==> src/rtl/pef_pkg.sv <==
package pef_pkg;

    typedef enum logic [1:0] {
        EDGE_NONE = 2'b00,
        EDGE_RISE = 2'b01,
        EDGE_FALL = 2'b10,
        EDGE_BOTH = 2'b11
    } edge_sel_e;

endpackage

==> src/rtl/pef_sync.sv <==
module pef_sync #(
    parameter int STAGES = 2
) (
    input  logic clk,
    input  logic rst_n,
    input  logic din,
    output logic dout
);
    logic [STAGES-1:0] chain_d, chain_q;

    always_comb begin
        chain_d = {chain_q[STAGES-2:0], din};
    end

    always_ff @(posedge clk or negedge rst_n) begin
        if (!rst_n) chain_q <= '0;
        else        chain_q <= chain_d;
    end

    assign dout = chain_q[STAGES-1];
endmodule

==> src/rtl/pef_filter.sv <==
module pef_filter #(
    parameter int CONFIRM = 2
) (
    input  logic clk,
    input  logic rst_n,
    input  logic sample_en,
    input  logic track_en,
    input  logic din,
    output logic level_o,
    output logic rise_o,
    output logic fall_o
);
    localparam int CNT_W = $clog2(CONFIRM + 1);

    typedef struct packed {
        logic             level;
        logic [CNT_W-1:0] cnt;
    } filt_st_t;

    filt_st_t st_d, st_q;

    always_comb begin
        st_d   = st_q;
        rise_o = 1'b0;
        fall_o = 1'b0;
        if (track_en && sample_en) begin
            if (din != st_q.level) begin
                if (st_q.cnt == CNT_W'(CONFIRM - 1)) begin
                    st_d.level = din;
                    st_d.cnt   = '0;
                    rise_o     = din;
                    fall_o     = !din;
                end else begin
                    st_d.cnt = st_q.cnt + 1'b1;
                end
            end else begin
                st_d.cnt = '0;
            end
        end
    end

    always_ff @(posedge clk or negedge rst_n) begin
        if (!rst_n) st_q <= '0;
        else        st_q <= st_d;
    end

    assign level_o = st_q.level;

    // a new level is always the value just sampled, on an enabled sample
    a_r2_level_from_sample: assert property (@(posedge clk) disable iff (!rst_n)
        (st_q.level != $past(st_q.level)) |->
            ($past(din) == st_q.level && $past(track_en) && $past(sample_en)));
endmodule

==> src/rtl/pef_edge.sv <==
module pef_edge
    import pef_pkg::*;
(
    input  logic      clk,
    input  logic      rst_n,
    input  logic      run_i,
    input  edge_sel_e sel_i,
    input  logic      rise_i,
    input  logic      fall_i,
    output logic      pulse_o
);
    logic pulse_d, pulse_q;

    always_comb begin
        pulse_d = 1'b0;
        if (run_i) begin
            unique case (sel_i)
                EDGE_RISE: pulse_d = rise_i;
                EDGE_FALL: pulse_d = fall_i;
                EDGE_BOTH: pulse_d = rise_i | fall_i;
                default:   pulse_d = 1'b0;
            endcase
        end
    end

    always_ff @(posedge clk or negedge rst_n) begin
        if (!rst_n) pulse_q <= 1'b0;
        else        pulse_q <= pulse_d;
    end

    assign pulse_o = pulse_q;


    a_r6_one_cycle: assert property (@(posedge clk) disable iff (!rst_n)
        pulse_q |=> !pulse_q);

    a_r7_quiet_when_stopped: assert property (@(posedge clk) disable iff (!rst_n)
        !run_i |=> !pulse_q);

    a_r5_none_selected: assert property (@(posedge clk) disable iff (!rst_n)
        (sel_i == EDGE_NONE) |=> !pulse_q);
endmodule

==> src/rtl/pin_edge_filter.sv <==
module pin_edge_filter
    import pef_pkg::*;
#(
    parameter int SYNC_STAGES = 2,
    parameter int CONFIRM     = 2
) (
    input  logic       clk,
    input  logic       rst_n,
    input  logic       pin_i,
    input  logic       run_i,
    input  logic       count_mode_i,
    input  logic       samp_tick_i,
    input  logic [1:0] edge_sel_i,
    output logic       level_o,
    output logic       edge_pulse_o
);
    logic pin_sync;
    logic armed_d, armed_q;
    logic track_en, sample_en;
    logic rise, fall;

    pef_sync #(.STAGES(SYNC_STAGES)) u_sync (
        .clk  (clk),
        .rst_n(rst_n),
        .din  (pin_i),
        .dout (pin_sync)
    );

    always_comb begin
        armed_d   = armed_q | run_i;
        track_en  = run_i | armed_q;
        sample_en = count_mode_i | samp_tick_i;
    end

    always_ff @(posedge clk or negedge rst_n) begin
        if (!rst_n) armed_q <= 1'b0;
        else        armed_q <= armed_d;
    end

    pef_filter #(.CONFIRM(CONFIRM)) u_filter (
        .clk      (clk),
        .rst_n    (rst_n),
        .sample_en(sample_en),
        .track_en (track_en),
        .din      (pin_sync),
        .level_o  (level_o),
        .rise_o   (rise),
        .fall_o   (fall)
    );

    pef_edge u_edge (
        .clk    (clk),
        .rst_n  (rst_n),
        .run_i  (run_i),
        .sel_i  (edge_sel_e'(edge_sel_i)),
        .rise_i (rise),
        .fall_i (fall),
        .pulse_o(edge_pulse_o)
    );

    // frozen at 0 until the first run
    a_r10_frozen_before_run: assert property (@(posedge clk) disable iff (!rst_n)
        (!armed_q && !run_i) |=> (level_o == 1'b0));
endmodule

==> config.mk <==
export PLATFORM = sky130hd
export DESIGN_NAME = pin_edge_filter
export DESIGN_NICKNAME = d
export VERILOG_FILES = /design/src/rtl/pef_pkg.sv /design/src/rtl/pef_sync.sv /design/src/rtl/pef_filter.sv /design/src/rtl/pef_edge.sv /design/src/rtl/pin_edge_filter.sv
export SDC_FILE = /design/constraint.sdc
export NUM_CORES = 1
export LEC_CHECK = 0
export ABC_AREA = 0
export BUFFER_PORTS_ARGS = -buffer_cell sky130_fd_sc_hd__clkbuf_2
export CORE_AREA = 5 5 42 44
export DETAILED_ROUTE_END_ITERATION = 16
export DIE_AREA = 0 0 47 49
export SYNTH_ARGS = -nofsm -noshare
export SYNTH_HDL_FRONTEND = slang
export SYNTH_SLANG_ARGS = --single-unit
==> constraint.sdc <==
create_clock -name clk -period 1.1 [get_ports clk]
set_input_delay 0.11 -clock clk [delete_from_list [all_inputs] [get_ports clk]]
set_output_delay 0.11 -clock clk [all_outputs]
set_load 0.02 [all_outputs]
==> results.yml <==
floorplanning:
  die_h_um: 49
  die-area_um2: 2300
  die_x_um: 47
  coreArea_um2: 1400
  num_io_pins: 10
  placementRows: 14
  initial_utilization: 0.195
critical_path:
  setup.worst_path.end_class: "flip-flop"
  cp-startpoint: "armed_q"
  cp_slowest_stage_delay_ps: 350
  crit_fanout: 2
  crit_type: "reg2reg"
  ff2ff_path_depth: 3
  worstPathArrival_ps: 1210
  worstReg2RegStart: "armed_q"
  critPathLaunchType: "flip-flop"
  r2r_end: "u_filter.level_o"
  worstPathRequired_ps: 1230
  crit_slowest_cell: "dfrtp_1"
  r2r_slack_ps: 20
  path_cells: "o22ai_2, nor3b_2, mux2_4"
global_routing:
  grt_pass1_vias: 232
  antenna_found_initial: 0
  grt_pass1_wl_um: 855
  grt_max_degree: 8
  track_usage: 0.0517
  grt-ovfl-total: 0
run_status:
  status: "completed"
logic_synthesis:
  syn_nets: 27
  synthDistinctLibCells: 12
  yosys.area.top_type: "dfrtp_1"
  synth_warnings: 0
  avgSynthCellArea_um2: 14.4
  syn_area_um2: 273
  ys_seq_elements: 7
  synthTopCellsByArea: "dfrtp_1 (64%), mux2_2 (8.3%), nor3b_2 (4.6%)"
  synth_top_area_frac: 0.642
  yosysSeqAreaShare: 0.642
  synthCells: 19
clocking:
  clock-root-buffer: "clkbuf_4"
  clock_path_buffers: 2
  numCtsBuffers: 3
  clock_insertion_delay_worst_skew_ps: 250
  cts_sinks: 7
  cts_tree: "yes"
  clk_pin_slew_ps: 50
  htree_levels: 1
  cts_post_setup_buffers_inserted: 0
sta:
  setup_viol: 0
  maxSlewHeadroom: 0.870
  fin_crit_sh: 0.984
  finalHoldViolCount: 0
  worst_pin_slew_ps: 195
  max_freq_ghz: 0.924
  drv_slew: 0
  layout_min_cycle_time_ps: 1080
  fin_skew_ps: 2.24
  rsz0062_at_grt: "yes"
route:
  first_iter_violations: 0
  drt-met1-wl_um: 222
  dr_total_vias: 196
  drc: 0
  wl_met2_um: 256
  wl_um: 498
  wl_per_cell_um: 9.76
  route.met3.wl_um: 19
  routed.top_layer: "met3"
  via_per_inst: 3.84
  ant_nets: 0
  dr.pass1.iters: 1
power_and_ir_drop:
  peakVddDrop_mv: 0.814
  total_power_mw: 0.789
  power.density_nw_per_um2: 1980
  leakage_nw: 0.192
final_layout:
  antennaDiodeCount: 0
  area_growth_pct: 46.3
  fin_util: 0.285
  drive_gt1_frac: 0.543
  fin_nets: 44
worst_hold_path:
  min_delay_path_depth: 2
  hold_start: "run_i"
  hold_path_class: "in2reg"
  min_to: "armed_q"
placed_design:
  gp_congestion: 0.713
  io_buffers: 9
job:
  drv_cap: 0
## kinds of logic after synthesis
logic type	Yosys count	share of synthesized area
compound gates	3	0.0917
flops	7	0.642
mux	2	0.0826
xor+xnor	1	0.0321
simple gates	6	0.151
## metrics by stage
stage | cell area [um2] | setup TNS, ps | cells | hold slack [ps] | setup slack (ps)
after floorplan | 273 | 0 | 19 | -186 | 37.8
final | 399 | 0 | 51 | 113 | 17.7
after global placement | 345 | 0 | 45 | -46.2 | 23.5
after global routing | 399 | -37.1 | 51 | 115 | -33.2
after detailed placement | 345 | -4.00 | 45 | -45.9 | -4.00
after CTS | 395 | 0 | 51 | 104 | 4.35
## what timing repair did
action	4_1_cts	5_1_grt
gates resized for setup	1	1
setup endpoints to repair	1	2
hold buffers	2	0
endpoints found under the hold margin	8	0
pin swaps	1	0
## cell type report
| cell class | instances | area (um2) |
|---|---|---|
| Multi-Input combinational cell | 12 | 105 |
| Clock buffer | 4 | 26.3 |
| Fill cell | 154 | 1000 |
| Sequential cell | 7 | 175 |
| Timing Repair Buffer | 12 | 72.6 |
| Tap cell | 16 | 20.0 |
## layout by cell type (no fill, tap or decap)
cell           instances
mux2_4                 2
o22ai_2                1
nand3b_1               1
nor2_1                 1
clkbuf_2               9
o21ai_0                1
o21a_1                 1
buf_4                  1
clkbuf_4               3
dfrtp_1                7
nor3b_2                1
dlygate4sd3_1          2
xnor2_1                1
nand2_1                1
or2_2                  1
and3_2                 1
clkbuf_1               1
## sequential cells by signal, summed over array words and instances, names as in the netlist
register / cells
armed_q: 1
u_filter.st_q: 2
u_edge.pulse_o: 1
u_sync.chain_q: 2
u_filter.level_o: 1
## cells in the mapped netlist
master / count
dfrtp_1: 7
mux2_2: 2
and3_2: 1
nand2_1: 1
nand3b_1: 1
nor2_1: 1
nor3b_2: 1
o21a_1: 1
o21ai_0: 1
o22ai_2: 1
or2_2: 1
xnor2_1: 1
## power breakdown
group | switching [mW] | internal, mW
Clock | 0.0911 | 0.138
Sequential | 0.0406 | 0.301
Combinational | 0.0915 | 0.126
Total | 0.223 | 0.565
## worst max path at each step
stage | endpoint | slack (ps) | cells after the start
floorplan | u_filter.level_o | 40 | 3
global placement | u_filter.level_o | 20 | 3
detailed placement | u_filter.level_o | -4 | 3
CTS | u_filter.level_o | 4 | 3
global route | u_filter.level_o | -30 | 3
finish | u_filter.level_o | 20 | 3
## critical path, delay by kind of cell, from the launching register on
family	cells	cell delay, ps
AND/OR/NAND/NOR	1	220
AO/OA/AOI/OAI	1	80
flip-flops	1	350
multiplexers	1	320
## per-layer routing
| layer | GRT usage | up-vias |
|---|---|---|
| met4 | 0.0415 | 0 |
| met1 | 0.0605 | 95 |
| met3 | 0.0111 | 0 |
| li1 | - | 97 |
| met5 | 0 | - |
| met2 | 0.0769 | 4 |
No activity file was read; power rests on OpenSTA's default activity.
